### config.mk
export PLATFORM = sky130hd
export DESIGN_NAME = sfq_ctrl
export DESIGN_NICKNAME = d
export VERILOG_FILES = /design/src/rtl/sfq_pkg.sv /design/src/rtl/sfq_fifo.sv /design/src/rtl/sfq_flags.sv /design/src/rtl/sfq_ctrl.sv
export SDC_FILE = /design/constraint.sdc
export NUM_CORES = 1
export LEC_CHECK = 0
export BUFFER_PORTS_ARGS = -buffer_cell sky130_fd_sc_hd__buf_2
export CORE_MARGIN = 4
export CORE_UTILIZATION = 40
export DETAILED_ROUTE_END_ITERATION = 6
export PLACE_DENSITY = 0.69
export REMOVE_ABC_BUFFERS = 1
export SETUP_SLACK_MARGIN = 0.02
export SYNTH_ARGS = -nofsm -noshare
export SYNTH_HDL_FRONTEND = slang
export SYNTH_SLANG_ARGS = --single-unit
### constraint.sdc
create_clock -name clk -period 11.5 [get_ports clk]
set_clock_uncertainty 0.05 [all_clocks]
set_input_delay 1.725 -clock clk [delete_from_list [all_inputs] [get_ports clk]]
set_output_delay 1.725 -clock clk [all_outputs]
set_load 0.01 [all_outputs]
### src/rtl/sfq_pkg.sv
package sfq_pkg;
    // Register byte offsets
    localparam logic [7:0] OFF_CTRL = 8'h00;
    localparam logic [7:0] OFF_FCTL = 8'h08;
    localparam logic [7:0] OFF_STAT = 8'h0C;
    localparam logic [7:0] OFF_IEN  = 8'h10;
    localparam logic [7:0] OFF_IST  = 8'h14;
    localparam logic [7:0] OFF_DATA = 8'h18;

    // Bit positions
    localparam int B_TX_FLUSH = 12;
    localparam int B_RX_FLUSH = 4;
    localparam int B_READY    = 9;
    localparam int B_TXLW     = 4;
    localparam int B_RC       = 3;
    localparam int B_OVR      = 0;

    typedef enum logic [2:0] {
        SEL_CTRL, SEL_FCTL, SEL_STAT, SEL_IEN, SEL_IST, SEL_DATA, SEL_NONE
    } sel_e;

    typedef struct packed {
        logic [3:0] tx;
        logic [3:0] rx;
    } thr_t;

    // vector order: [2] tx low-water, [1] receive-complete, [0] overrun
    typedef struct packed {
        logic txlw;
        logic rc;
        logic ovr;
    } flags_t;

    function automatic sel_e decode(input logic [7:0] a);
        case (a)
            OFF_CTRL: return SEL_CTRL;
            OFF_FCTL: return SEL_FCTL;
            OFF_STAT: return SEL_STAT;
            OFF_IEN:  return SEL_IEN;
            OFF_IST:  return SEL_IST;
            OFF_DATA: return SEL_DATA;
            default:  return SEL_NONE;
        endcase
    endfunction

    // pick the three flag-position bits out of a written word
    function automatic logic [2:0] flag_bits(input logic [31:0] w);
        return {w[B_TXLW], w[B_RC], w[B_OVR]};
    endfunction

    function automatic logic [31:0] pack_flags(input flags_t f, input logic rdy);
        logic [31:0] v;
        v = '0;
        v[B_READY] = rdy;
        v[B_TXLW]  = f.txlw;
        v[B_RC]    = f.rc;
        v[B_OVR]   = f.ovr;
        return v;
    endfunction
endpackage

### src/rtl/sfq_fifo.sv
module sfq_fifo #(
    parameter int W     = 32,
    parameter int DEPTH = 8,
    localparam int PTR_W = (DEPTH > 1) ? $clog2(DEPTH) : 1,
    localparam int CNT_W = $clog2(DEPTH + 1)
) (
    input  logic             clk,
    input  logic             rst,
    input  logic             push,
    input  logic [W-1:0]     din,
    input  logic             pop,
    input  logic             flush,
    output logic [W-1:0]     head,
    output logic [CNT_W-1:0] count,
    output logic             full,
    output logic             empty
);
    logic [W-1:0]     mem [DEPTH];
    logic [PTR_W-1:0] wp, rp;
    logic             acc_push, acc_pop;

    function automatic logic [PTR_W-1:0] step(input logic [PTR_W-1:0] p);
        return (p == PTR_W'(DEPTH - 1)) ? '0 : p + 1'b1;
    endfunction

    assign full     = (count == CNT_W'(DEPTH));
    assign empty    = (count == '0);
    assign acc_push = push && !full;
    assign acc_pop  = pop && !empty;
    assign head     = mem[rp];

    always_ff @(posedge clk) begin
        if (rst || flush) begin
            wp    <= '0;
            rp    <= '0;
            count <= '0;
        end else begin
            if (acc_push) wp <= step(wp);
            if (acc_pop)  rp <= step(rp);
            count <= count + CNT_W'(acc_push) - CNT_W'(acc_pop);
        end
    end

    always_ff @(posedge clk) begin
        if (acc_push && !flush && !rst) mem[wp] <= din;
    end
endmodule

### src/rtl/sfq_flags.sv
module sfq_flags
    import sfq_pkg::*;
#(
    parameter int CNT_W = 4
) (
    input  logic             clk,
    input  logic             rst,
    input  logic [CNT_W-1:0] rx_cnt,
    input  logic [CNT_W-1:0] tx_cnt,
    input  thr_t             thr,
    input  logic             ovr_evt,
    input  logic [2:0]       clr,
    input  logic [2:0]       en,
    output flags_t           flags,
    output logic             rx_ready,
    output logic             irq
);
    logic       ready_q, above_q, tx_above;
    logic [2:0] set, fv;

    assign rx_ready = 32'(rx_cnt) >= 32'(thr.rx);
    assign tx_above = 32'(tx_cnt) > 32'(thr.tx);

    always_ff @(posedge clk) begin
        if (rst) begin
            ready_q <= 1'b1;
            above_q <= 1'b0;
        end else begin
            ready_q <= rx_ready;
            above_q <= tx_above;
        end
    end

    assign set = {above_q & ~tx_above, rx_ready & ~ready_q, ovr_evt};

    for (genvar g = 0; g < 3; g++) begin : g_flag
        always_ff @(posedge clk) begin
            if (rst) fv[g] <= 1'b0;
            else     fv[g] <= set[g] | (fv[g] & ~clr[g]);
        end
    end

    assign flags = flags_t'(fv);
    assign irq   = |(fv & en);
endmodule

### src/rtl/sfq_ctrl.sv
module sfq_ctrl
    import sfq_pkg::*;
#(
    parameter int DATA_W = 32,
    parameter int DEPTH  = 8,
    localparam int CNT_W = $clog2(DEPTH + 1)
) (
    input  logic              clk,
    input  logic              rst,
    input  logic              reg_wr,
    input  logic              reg_rd,
    input  logic [7:0]        reg_addr,
    input  logic [DATA_W-1:0] reg_wdata,
    output logic [DATA_W-1:0] reg_rdata,
    output logic              eng_start,
    output logic [DATA_W-1:0] eng_txd,
    input  logic              eng_done,
    input  logic [DATA_W-1:0] eng_rxd,
    output logic              irq
);
    sel_e             sel;
    logic             ctrl_en, busy;
    thr_t             thr;
    logic [2:0]       ien, clr;
    logic             tx_push, tx_flush, rx_pop, rx_flush;
    logic [CNT_W-1:0] tx_cnt, rx_cnt;
    logic             tx_full, tx_empty, rx_full, rx_empty;
    logic [DATA_W-1:0] rx_head;
    flags_t           flg;
    logic             rx_ready, ovr_evt;

    assign sel      = decode(reg_addr);
    assign tx_push  = reg_wr && sel == SEL_DATA;
    assign tx_flush = reg_wr && sel == SEL_FCTL && reg_wdata[B_TX_FLUSH];
    assign rx_flush = reg_wr && sel == SEL_FCTL && reg_wdata[B_RX_FLUSH];
    assign rx_pop   = reg_rd && sel == SEL_DATA;
    assign clr      = (reg_wr && sel == SEL_IST) ? flag_bits(32'(reg_wdata)) : 3'b000;
    assign eng_start = ctrl_en && !tx_empty && !busy;
    assign ovr_evt  = eng_done && rx_full && !rx_flush;

    always_ff @(posedge clk) begin
        if (rst) begin
            ctrl_en <= 1'b0;
            thr     <= '0;
            ien     <= '0;
            busy    <= 1'b0;
        end else begin
            if (reg_wr && sel == SEL_CTRL) ctrl_en <= reg_wdata[0];
            if (reg_wr && sel == SEL_FCTL) thr <= {reg_wdata[11:8], reg_wdata[3:0]};
            if (reg_wr && sel == SEL_IEN)  ien <= flag_bits(32'(reg_wdata));
            if (eng_start)     busy <= 1'b1;
            else if (eng_done) busy <= 1'b0;
        end
    end

    sfq_fifo #(.W(DATA_W), .DEPTH(DEPTH)) u_txq (
        .clk(clk), .rst(rst), .push(tx_push), .din(reg_wdata), .pop(eng_start),
        .flush(tx_flush), .head(eng_txd), .count(tx_cnt), .full(tx_full), .empty(tx_empty)
    );

    sfq_fifo #(.W(DATA_W), .DEPTH(DEPTH)) u_rxq (
        .clk(clk), .rst(rst), .push(eng_done), .din(eng_rxd), .pop(rx_pop),
        .flush(rx_flush), .head(rx_head), .count(rx_cnt), .full(rx_full), .empty(rx_empty)
    );

    sfq_flags #(.CNT_W(CNT_W)) u_flags (
        .clk(clk), .rst(rst), .rx_cnt(rx_cnt), .tx_cnt(tx_cnt), .thr(thr),
        .ovr_evt(ovr_evt), .clr(clr), .en(ien), .flags(flg), .rx_ready(rx_ready), .irq(irq)
    );

    always_comb begin
        reg_rdata = '0;
        case (sel)
            SEL_CTRL: reg_rdata[0] = ctrl_en;
            SEL_FCTL: reg_rdata = DATA_W'({20'h0, thr.tx, 4'h0, thr.rx});
            SEL_STAT: reg_rdata[0] = !rx_empty;
            SEL_IEN:  reg_rdata = DATA_W'(pack_flags(flags_t'(ien), 1'b0));
            SEL_IST:  reg_rdata = DATA_W'(pack_flags(flg, rx_ready));
            SEL_DATA: reg_rdata = rx_empty ? '0 : rx_head;
            default:  reg_rdata = '0;
        endcase
    end
endmodule

-- Yosys cells after proc, flatten, opt, wreduce, memory -nomap -nowiden
Memory sizes are Yosys's and may differ from the RTL's. A register that Yosys moved wholly into a read port is not among the register bits.
Cells that the tools add are included.
- bits in writable memories: 512
- register bits: 38
- logic and storage cells: 113
- memories: 2
- input port bits: 77
- output and inout port bits: 66
- eq/ne operators: 16
- add/sub/neg operators: 8
- bitwise logic cells: 14
- magnitude comparators: 2
- muxes and demuxes: 19
- reduce and logical (&&, ||, !) cells: 36
- memories (memory ; depth ; width ; rd ports ; clocked after memory_dff ; wr ports ; RTL line ; RTL):
    u_rxq.mem ; 8 ; 32 ; 1 ; 1 ; 1 ; sfq_fifo.sv:18 ; logic [W-1:0] mem [DEPTH];
    u_txq.mem ; 8 ; 32 ; 1 ; 1 ; 1 ; sfq_fifo.sv:18 ;
- operators with widths (kind ; count):
    $pmux 31 s4 ; 1
    $mux 32 ; 1
    $mux 3 ; 9
    $eq 8x5->1 const B ; 3
    $logic_and 1x1->1 ; 20
    $eq 3x3->1 const B ; 6
    $pmux 3 s6 ; 1
    $eq 8x4->1 const B ; 2
    $add 3x1->3 const B ; 4
    $add 4x1->4 ; 2
    $eq 4x4->1 const B ; 2
    $logic_not 1->1 ; 8
    $logic_not 4->1 ; 2
    $logic_not 8->1 ; 1
    $sub 4x1->4 ; 2
    $eq 3x2->1 const B ; 2
    $mux 1 ; 6
    $pmux 1 s6 ; 1
    $and 1x1->1 ; 5
    $not 1->1 ; 5
    $ge 4x4->1 ; 1
    $gt 4x4->1 ; 1
    $and 3x3->3 ; 1
    $eq 3x1->1 const B ; 1
    other kinds (5) ; 8

-- Depth between registers and ports, before layout
Gate-level depths: netlist of the first run.
- depth in word-level cells: 10
- gate-level depth with buffers: 15
- mapped depth without buffers: 15

-- By module
A second synthesis of the first run with hierarchy kept.
- cells, all modules: 1091
- area total of the unflattened synthesis: 22434.0 µm²
- by module, submodules not included (module ; seq. area each (µm²) ; instances ; area an instance (µm²) ; cells each):
    sfq_fifo (u_txq) ; 7947.6 ; 1 ; 10470.0 ; 449
    sfq_fifo (u_rxq) ; 7947.6 ; 1 ; 10456.3 ; 450
    sfq_ctrl ; 260.2 ; 1 ; 1127.3 ; 148
    sfq_flags ; 100.1 ; 1 ; 380.4 ; 44

-- Worst setup path after synthesis of the first run
No wires, ideal clock.
- path type: input -> register
- from: input port reg_addr[3]
- to: memory u_rxq.mem[2][0] (enable)
- slack: 5456 ps
- library setup time: 501 ps
- data arrival time: 5492 ps
- stages on the path: 6
- path through: nor2b_2 -> and4_1 -> buf_6 -> nand3_2 -> nand2_4 -> nor4_1
- word-level cells in the longest chain between the ends: 10
- elaborated cells between the ends (all ways): 15
- RTL lines (item ; RTL line ; RTL):
    start, declared ; sfq_ctrl.sv:12 ; input logic [7:0] reg_addr,
    $eq 8x5->1, or another cell as far along ; sfq_pkg.sv:35 ; case (a)
    $pmux 3 s6 * ; sfq_pkg.sv:35 ;
    $eq 3x1->1 * ; sfq_ctrl.sv:35 ; assign rx_flush = reg_wr && sel == SEL_FCTL && reg_wdata[B_RX_FLUSH];
    $logic_and 1x1->1 * (2 in a row) ; sfq_ctrl.sv:35 ;
    $logic_not 1->1 * ; sfq_fifo.sv:45 ; if (acc_push && !flush && !rst) mem[wp] <= din;
    $logic_and 1x1->1 * (2 in a row) ; sfq_fifo.sv:45 ;
    $mux 1 * ; sfq_fifo.sv:45 ;
    $mux 1 (not written as such) * ; sfq_fifo.sv:45 ;
    end, declared ; sfq_fifo.sv:18 ;
Mark *: on every way between the ends. The rest lies on a longest branch, timed or not.

-- Worst setup path in the final report of the first run
- from: input port reg_addr[7]
- to: output port reg_rdata[9]
- word-level cells in the longest chain between the ends: 4
- elaborated cells between the ends (all ways): 12
- RTL lines (item ; RTL line ; RTL):
    $eq 8x5->1, or another cell as far along ; sfq_pkg.sv:35 ;
    $pmux 3 s6 * ; sfq_pkg.sv:35 ;
    $eq 3x3->1, or another cell as far along ; sfq_ctrl.sv:73 ; case (sel)
    $pmux 31 s4 * ; sfq_ctrl.sv:73 ;
    end, declared ; sfq_ctrl.sv:14 ; output logic [DATA_W-1:0] reg_rdata,
Marked as above.

==> results of run 1 <==
-- worst register-to-register path: cells and delay by family, from the launching register on --
family                     cells  cell delay [ns]
buffers and inverters          2             0.48
adders and majority gates      1             0.19
DFF                            1             0.33
and+or+nand+nor                4             1.35
-- logic make-up after synthesis --
kind of cell             after synthesis  share of synthesized area, %
AND/OR/NAND/NOR                      153                          3.51
multiplexers                         204                          16.8
AO/OA/AOI/OAI                         59                          1.77
adder cells (fa/ha/maj)               30                          1.78
XOR/XNOR                               5                         0.199
buffers and inverters                 78                          1.93
flip-flops                           556                          74.0
-- stage by stage --
step           power, W  area, um2  instances  hold slack, ns  setup WS, ns
2_1_floorplan   0.00235      21600       1035           0.350          5.29
3_3_place_gp    0.00241      23500       1895           0.365          5.02
3_5_place_dp    0.00242      23500       1895           0.401          4.82
4_1_cts         0.00408      25200       1990           0.403          4.82
5_1_grt         0.00418      25200       1990           0.424          4.63
6_report        0.00404      25200       1994           0.399          4.87
-- sequential cells by signal, indices dropped and copies added (netlist names), 3 cells and up, named ones only --
name and cells:
u_rxq.rp 3, ien 3, u_flags.flags 3, u_txq.mem 256, thr 8, u_rxq.wp 3
u_txq.rp 3, u_rxq.mem 256, u_txq.count 4, u_rxq.count 4, u_txq.wp 3
-- cells in the final DEF (no fill, tap or decap), types with 15 or more instances in the layout --
cell type,n
buf_4,22
inv_1,28
dfxtp_1,38
nand2_1,36
clkbuf_1,15
a21oi_1,22
clkbuf_16,55
mux4_2,128
edfxtp_1,512
ha_1,28
buf_2,142
mux2i_1,42
mux2_2,34
nor2_1,51
-- per-layer routing --
| layer | global-route usage (%) | routed length [um] | up-vias |
|---|---|---|---|
| li1 | - | - | 4743 |
| met1 | 19.8 | 18200 | 5512 |
| met2 | 26.0 | 22400 | 284 |
| met3 | 3.60 | 2920 | 60 |
| met4 | 3.33 | 651 | 14 |
| met5 | 0 | 87 | - |
-- final cells by class --
| type | instances | area, um2 |
|---|---|---|
| Fill cell | 4468 | 29000 |
| Inverter | 28 | 105 |
| Multi-Input combinational cell | 451 | 5390 |
| Tap cell | 696 | 871 |
| Antenna cell | 4 | 10.0 |
| Sequential cell | 556 | 16300 |
| Clock buffer | 72 | 1460 |
| Timing Repair Buffer | 164 | 876 |
| Clock inverter | 23 | 188 |
-- how the worst max path moves through the flow --
| stage | start | endpoint | slack [ns] |
|---|---|---|---|
| detailed placement | reg_addr[7] | reg_rdata[9] | 4.82 |
| CTS | reg_addr[7] | reg_rdata[9] | 4.82 |
| global route | reg_addr[7] | reg_rdata[9] | 4.63 |
| floorplan | reg_addr[3] | u_rxq.mem[2][0]$_DFFE_PP_ | 5.29 |
| finish | reg_addr[7] | reg_rdata[9] | 4.87 |
| global placement | reg_addr[7] | reg_rdata[9] | 5.02 |
-- power by group through the flow --
stage | registers (W) | clock network (W) | logic (W)
2_1_floorplan | 0.00229 | 0 | 0.0000649
3_3_place_gp | 0.00229 | 0 | 0.000125
3_5_place_dp | 0.00229 | 0 | 0.000130
4_1_cts | 0.00225 | 0.00170 | 0.000131
5_1_grt | 0.00225 | 0.00179 | 0.000146
6_report | 0.00225 | 0.00166 | 0.000129
==> results by group, run 1 <==
Global route
  – Largest net degree at the start of global routing: 65
  – Grt ovf: 0
  – Vias in the first global route: 11200
  – Total track usage: 15.2%
  – Initial antenna violation count: 9
  – First-pass GRT wire length: 68.6 mm

Place
  – Port Buffers: 142
  – Post-DP HPWL: 25.2 mm
  – Gpl congestion: 0.746

Setup path
  – Family with the most delay on the worst path: simple AND/OR/NAND/NOR gates
  – Setup crit start kind: primary input
  – Max incr delay on CP: 0.51 ns
  – R2r setup slk: 8.76 ns
  – R2R cell count: 7
  – Kind of critical path: primary input to output pin
  – Worst endpoint data arrival time: 4.85 ns
  – R2r startpoint: u_txq.count[2]$_SDFF_PP0_
  – Critical path depth in cells: 12
  – CP cell instances: buf_2 -> nor2_1 -> and2_1 -> nand3_1 -> ha_1 -> and4bb_1 -> and3_1 -> nand2_1 -> buf_4 -> a2bb2oi_1 -> o31ai_1 -> buf_2
  – CP endpoint kind: output pin
  – R2R Path End: u_txq.mem[6][16]$_DFFE_PP_
  – Worst path slowest cell: nand2_1
  – Crit path required time: 9.73 ns
  – Crit Path Max Fanout: 20
  – Crit path buf inv count: 3
  – Critical Path Most Common Cell: buf_2

Outcome
  – Outcome: complete, no violations

Min path
  – Hold Crit Start: u_flags.ready_q$_SDFF_PP1_
  – HP Class: flip-flop to flip-flop
  – Worst Hold Path Cells: 1
  – Hold endpoint: u_flags.flags[1]$_SDFF_PP0_

Drt
  – Routed WL: 44.2 mm
  – Vias per inst: 5.32
  – Drt first pass iters: 6
  – DR vias: 10600
  – DRC Markers: 0
  – Post-route ant nets: 0
  – WL/cell: 22.2 um
  – Initial detailed-routing violation count: 783

Cells and area
  – Nets: 1362
  – Final core utilization: 46.5%
  – Area grow syn2layout: 14.6%
  – Share of cells above drive strength 1: 32.9%

Synth
  – Sequential share of the synthesized area: 74.0%
  – Commonest register cell after synthesis: edfxtp_1
  – Most common cell in the synthesized netlist: edfxtp_1
  – Syn avg cell area: 20.2 um2
  – Synthesized flop and latch total: 556
  – Dominant cells by area after synthesis: edfxtp_1 70%, mux4_2 13%, dfxtp_1 4.0%, mux2i_1 1.9%, mux2_2 1.7%
  – Dominant cell type by area after synthesis: edfxtp_1
  – Number of synthesized flops with an enable pin: approximately 500
  – Post-synth top area share: 70.0%
  – Cell area after synthesis: about 22000 um2
  – Synth Instances: about 1100
  – Synth cell count leaders: 512 x edfxtp_1, 128 x mux4_2, 60 x nor2_1, 44 x dfxtp_1, 42 x mux2i_1
  – Synth cell types: 53
  – Post-synth ARST share: 0%
  – Ys Warns: 0

Timing
  – Max-slew violations: 0
  – Period Utilization, post-route: 57.6%
  – Worst slew pin tran: 1.00 ns
  – Relative slew slack: 33.1%
  – Crit path time final: 6.63 ns
  – Setup Viol. Count Final: 0
  – Setup TNS: 0 ns
  – Fmax: between 0.15 and 0.2 GHz
  – Final hold viol count: 0
  – RSZ-0062 raised after global routing: no

Clocking
  – Cts hold-fix bufs: 0
  – CTS tree: built
  – Clk_lat worst skew: roughly 0.6 ns
  – Clk sinks: 556
  – Post-cts resize count: 0
  – Root buffer cell: clkbuf_16
  – Post-CTS setup buffers: 0
  – CTS Buf Count: 54
  – Clock transition at path regs: 0.06 ns
  – Clk buf depth: 3
  – H-tree depth: 2

Floorplanning
  – Initial core utilization: 40.6%
  – Die Ht: around 240 um
  – Die ar.: 58700 um2
  – Top Ports: 143
  – Num rows: 85
  – Die width: 242 um
  – Core Area: 54100 um2

Power
  – Leakage: 8.04 nW
  – Logic gate share of total power: under 10%
  – Net Switching: 0.000802 W
  – Clock share of power: 41.1%
  – Sw Ratio: 19.9%
  – Seq pwr share: 55.7%
  – PwrDens: between 150 and 200 nW/um2
  – Peak supply drop: ~0.13 mV
  – Internal: 0.00323 W

Job
  – Max_cap viols: 0
Power figures use the tool's default switching activity.
==> run 2, diff against run 1 <==
clock period = 6.8 ns   (was 11.5 ns; I/O delays follow)
==> results by group, run 2 (synthesized netlist as in run 1, its figures left out) <==
Setup path
  – Critical Path Most Common Cell: buf_2
  – CP endpoint kind: output pin
  – Crit path buf inv count: 3
  – Crit Path Max Fanout: 19
  – Family with the most delay on the worst path: simple AND/OR/NAND/NOR gates
  – Worst endpoint data arrival time: 4.06 ns
  – CP cell instances: buf_2 -> nor2_1 -> and2_1 -> nand3_1 -> ha_1 -> and4bb_1 -> and3_1 -> nand2_1 -> buf_4 -> o22ai_1 -> a2bb2oi_1 -> buf_2
  – Setup crit start kind: primary input
  – Crit path required time: 5.73 ns
  – Worst path slowest cell: nand2_1
  – Max incr delay on CP: approximately 0.52 ns
  – Kind of critical path: primary input to output pin

Global route
  – Vias in the first global route: 11200
  – Grt ovf: 0
  – Total track usage: 15.0%
  – Largest net degree at the start of global routing: 65
  – First-pass GRT wire length: 68.3 mm
  – Initial antenna violation count: 10

Timing
  – Setup TNS: 0 ns
  – Period Utilization, post-route: 75.4%
  – Hold WS: 0.368 ns
  – Worst slew pin tran: 1.21 ns
  – Relative slew slack: 19.2%
  – Final hold viol count: 0
  – Max-slew violations: 0
  – Setup Viol. Count Final: 0
  – RSZ-0062 raised after global routing: no
  – Setup ws final: around 1.7 ns
  – Fmax: 0.195 GHz
  – Crit path time final: 5.13 ns

Power
  – PwrDens: roughly 280 nW/um2
  – Leakage: 8.06 nW
  – Tot Pwr: 0.00696 W
  – Peak supply drop: 0.202 mV

Floorplanning
  – Top Ports: 143
  – Num rows: 85
  – Initial core utilization: approximately two fifths
  – Die Ht: around 240 um
  – Die ar.: 58700 um2
  – Core Area: between 50000 and 60000 um2
  – Die width: 242 um

Place
  – Place WS: about 1.6 ns
  – Post-DP HPWL: 26.0 mm
  – Port Buffers: 142
  – Gpl congestion: 0.747

Drt
  – Post-route ant nets: 0
  – Initial detailed-routing violation count: between 800 and 900
  – DRC Markers: 0
  – Drt first pass iters: 5
  – Routed WL: 44.1 mm
  – DR vias: between 10000 and 15000
  – Vias per inst: 5.29
  – WL/cell: 22.2 um

Clocking
  – H-tree depth: 2
  – CTS tree: built
  – Cts hold-fix bufs: 0
  – Clk buf depth: 3
  – Clk sinks: 556
  – Post-cts resize count: 0
  – Clock transition at path regs: 0.06 ns
  – CTS Buf Count: 54
  – Clk_lat worst skew: 0.59 ns
  – Post-CTS setup buffers: 0
  – Root buffer cell: clkbuf_16

Cells and area
  – Most frequent cells in the layout: 512 x edfxtp_1, 142 x buf_2, 128 x mux4_2
  – Final core utilization: 46.6%
  – Fillers: ~4500
  – Area grow syn2layout: 14.9%
  – Top Registers: u_rxq.mem x256, u_txq.mem x256, thr x8
  – Commonest non-fill, non-tap cell in the layout: edfxtp_1
  – Nets: 1357
  – Share of cells above drive strength 1: 33.3%

Min path
  – HP Class: flip-flop to flip-flop

Outcome
  – Outcome: complete, no violations

Job
  – Max_cap viols: 0
-- run 2: layout make-up --
class                           instances  area [um2]  area share, %
Sequential cell                       556       16300           64.5
Clock inverter                         24         233          0.923
Inverter                               28         105          0.417
Clock buffer                           73        1520           6.01
Antenna cell                            2        5.00         0.0198
Timing Repair Buffer                  159         838           3.32
Tap cell                              696         871           3.45
Multi-Input combinational cell        451        5390           21.4
-- run 2: layer usage --
| layer | track usage (%) | vias to the layer above | routed length [um] |
|---|---|---|---|
| met5 | 0 | - | 92 |
| met2 | 24.2 | 287 | 21400 |
| met1 | 20.8 | 5425 | 19000 |
| met4 | 3.26 | 14 | 695 |
| met3 | 3.63 | 72 | 2930 |
| li1 | - | 4718 | - |
-- run 2: final timing paths --
check | startpoint | endpoint | slack (ns) | cells after the start
worst max-delay path | reg_addr[7] | reg_rdata[0] | 1.67 | 12
worst min-delay path | u_flags.ready_q$_SDFF_PP1_ | u_flags.flags[1]$_SDFF_PP0_ | 0.37 | 1
worst max register to register | u_rxq.count[2]$_SDFF_PP0_ | u_rxq.mem[1][8]$_DFFE_PP_ | 3.54 | 8
worst min register to register | u_flags.ready_q$_SDFF_PP1_ | u_flags.flags[1]$_SDFF_PP0_ | 0.37 | 1
-- run 2: where the power goes --
group	switching (W)	internal (W)	total (W)
Sequential	0.0000201	0.00378	0.00380
Combinational	0.000140	0.0000774	0.000217
Clock	0.00123	0.00171	0.00294
-- run 2: worst register-to-register path, cell delays in order, from the launching register on --
cell and delay [ns]:
dfxtp_1 0.33, inv_1 0.08, ha_1 0.20, nand2_1 0.08, nand2_1 0.24, inv_1 0.20
nand3_1 0.35, nor3_4 0.95, buf_4 0.43
-- run 2: per-stage QoR --
stage	instances	area, um2
after floorplan	1035	21600
after detailed placement	1890	23500
after CTS	1987	25200
after global placement	1890	23500
final	1989	25200
after global routing	1987	25200
==> run 3, diff against run 2 <==
clock period = 5 ns   (was 6.8 ns; I/O delays follow)
==> results by group, run 3 (synthesized netlist as in run 1, its figures left out) <==
Job
  – Max_cap viols: 0

Clocking
  – H-tree depth: 2
  – Clk_lat worst skew: 0.58 ns
  – Clk buf depth: 3
  – Post-cts resize count: 0
  – Root buffer cell: clkbuf_16
  – CTS Buf Count: 53
  – CTS tree: built
  – Clock transition at path regs: 0.06 ns
  – Post-CTS setup buffers: 0
  – Clk sinks: 556
  – Cts hold-fix bufs: 0

Drt
  – Drt first pass iters: 5
  – Vias per inst: 5.30
  – Initial detailed-routing violation count: 760
  – DR vias: 10600
  – Routed WL: 44.2 mm
  – WL/cell: 22.1 um
  – Post-route ant nets: 0
  – DRC Markers: 0

Cells and area
  – Most frequent cells in the layout: 512 x edfxtp_1, 142 x buf_2, 128 x mux4_2
  – Final core utilization: 46.8%
  – Fillers: roughly 4400
  – Area grow syn2layout: 15.3%
  – Top Registers: u_rxq.mem x256, u_txq.mem x256, thr x8
  – Post-Layout Cell Count: 2002
  – Commonest non-fill, non-tap cell in the layout: edfxtp_1
  – Nets: about 1400
  – Share of cells above drive strength 1: about a third

Power
  – Logic gate share of total power: around 3.2%
  – Seq pwr share: a little over half
  – PwrDens: 373 nW/um2
  – Internal: 0.00756 W
  – Net Switching: between 0.0015 and 0.002 W
  – Leakage: between 8 and 9 nW
  – Clock share of power: 42.0%
  – Peak supply drop: 0.314 mV
  – Sw Ratio: 19.9%

Place
  – Place WS: between 0.5 and 0.6 ns
  – Port Buffers: roughly 140
  – Gpl congestion: 0.738
  – Post-DP HPWL: about 27 mm
  – Dpl cells: between 1500 and 2000

Timing
  – Worst slew pin tran: roughly 1.0 ns
  – Crit path time final: 4.35 ns
  – Setup ws final: 0.650 ns
  – Relative slew slack: 31.9%
  – Max-slew violations: 0
  – Setup Viol. Count Final: 0
  – Final hold viol count: 0
  – Fmax: 0.230 GHz
  – Period Utilization, post-route: approximately 87%
  – Hold WS: 0.375 ns
  – RSZ-0062 raised after global routing: no

Global route
  – Initial antenna violation count: 7
  – Total track usage: 15.0%
  – Grt ovf: 0
  – First-pass GRT wire length: between 60 and 70 mm
  – Largest net degree at the start of global routing: 65
  – Vias in the first global route: ~11000

Min path
  – HP Class: flip-flop to flip-flop

Setup path
  – Worst endpoint data arrival time: 3.55 ns
  – Crit path required time: 4.20 ns
  – Setup crit start kind: primary input
  – Kind of critical path: primary input to output pin
  – CP endpoint kind: output pin
  – Crit Path Max Fanout: 24

Outcome
  – Outcome: complete, no violations

Floorplanning
  – Initial core utilization: 40.6%
  – Die Ht: 242 um
  – Die ar.: 58700 um2
  – Num rows: 85
  – Die width: 242 um
  – Core Area: 54100 um2
  – Top Ports: about 140
==> run 3: changes by cell type in the layout (fill, tap and decap cells not counted), sizes merged <==
cell / change
inv: +2
bufinv: +3
clkbuf: -12
clkinvlp: +2
buf: +10
clkinv: +6
diode: +2
==> run 3: area by class of cell <==
type	count	area (um2)	area share (%)
Timing Repair Buffer	169	938	3.71
Inverter	28	105	0.415
Antenna cell	4	10.0	0.0395
Clock inverter	37	377	1.49
Sequential cell	556	16300	64.3
Tap cell	696	871	3.44
Multi-Input combinational cell	451	5390	21.3
Clock buffer	61	1360	5.36
==> run 3: stage by stage <==
step	TNS, ns	power [W]	instance area [um2]
detailed placement	0	0.00557	23600
global placement	0	0.00556	23600
CTS	0	0.00954	25300
global route	0	0.00978	25300
floorplan	-20.78	0.00541	21600
finish	0	0.00944	25300
==> run 3: worst paths after layout <==
kind	start	end	slack, ns	depth (start not counted)
worst max-delay path	reg_addr[1]	reg_rdata[0]	0.65	12
worst min register to register	u_flags.ready_q$_SDFF_PP1_	u_flags.flags[1]$_SDFF_PP0_	0.38	1
worst max register to register	u_rxq.count[2]$_SDFF_PP0_	u_rxq.mem[5][11]$_DFFE_PP_	2.11	8
worst min-delay path	u_flags.ready_q$_SDFF_PP1_	u_flags.flags[1]$_SDFF_PP0_	0.38	1
==> run 3: critical path, cell delays in order <==
cell	delay, ns
buf_2	0.11
nor3_4	0.29
and2_1	0.31
nand3_1	0.12
ha_1	0.24
and4bb_1	0.28
and3_1	0.23
nand2_1	0.29
buf_4	0.36
o22ai_1	0.15
a2bb2oi_1	0.20
buf_2	0.20
==> run 3: routing by layer <==
layer / vias to the layer above / track usage (%) / wire length [um]
met1: 5516 / 20.4 / 18400
met4: 6 / 2.71 / 551
met5: - / 0 / 34
met3: 58 / 3.20 / 2750
li1: 4751 / - / -
met2: 286 / 25.5 / 22500
==> run 3: power by group through the flow <==
stage	Combinational [W]	Clock (W)	Sequential [W]
floorplan	0.000149	0	0.00526
finish	0.000302	0.00397	0.00517
detailed placement	0.000304	0	0.00527
global placement	0.000293	0	0.00526
global route	0.000339	0.00428	0.00517
CTS	0.000306	0.00406	0.00517
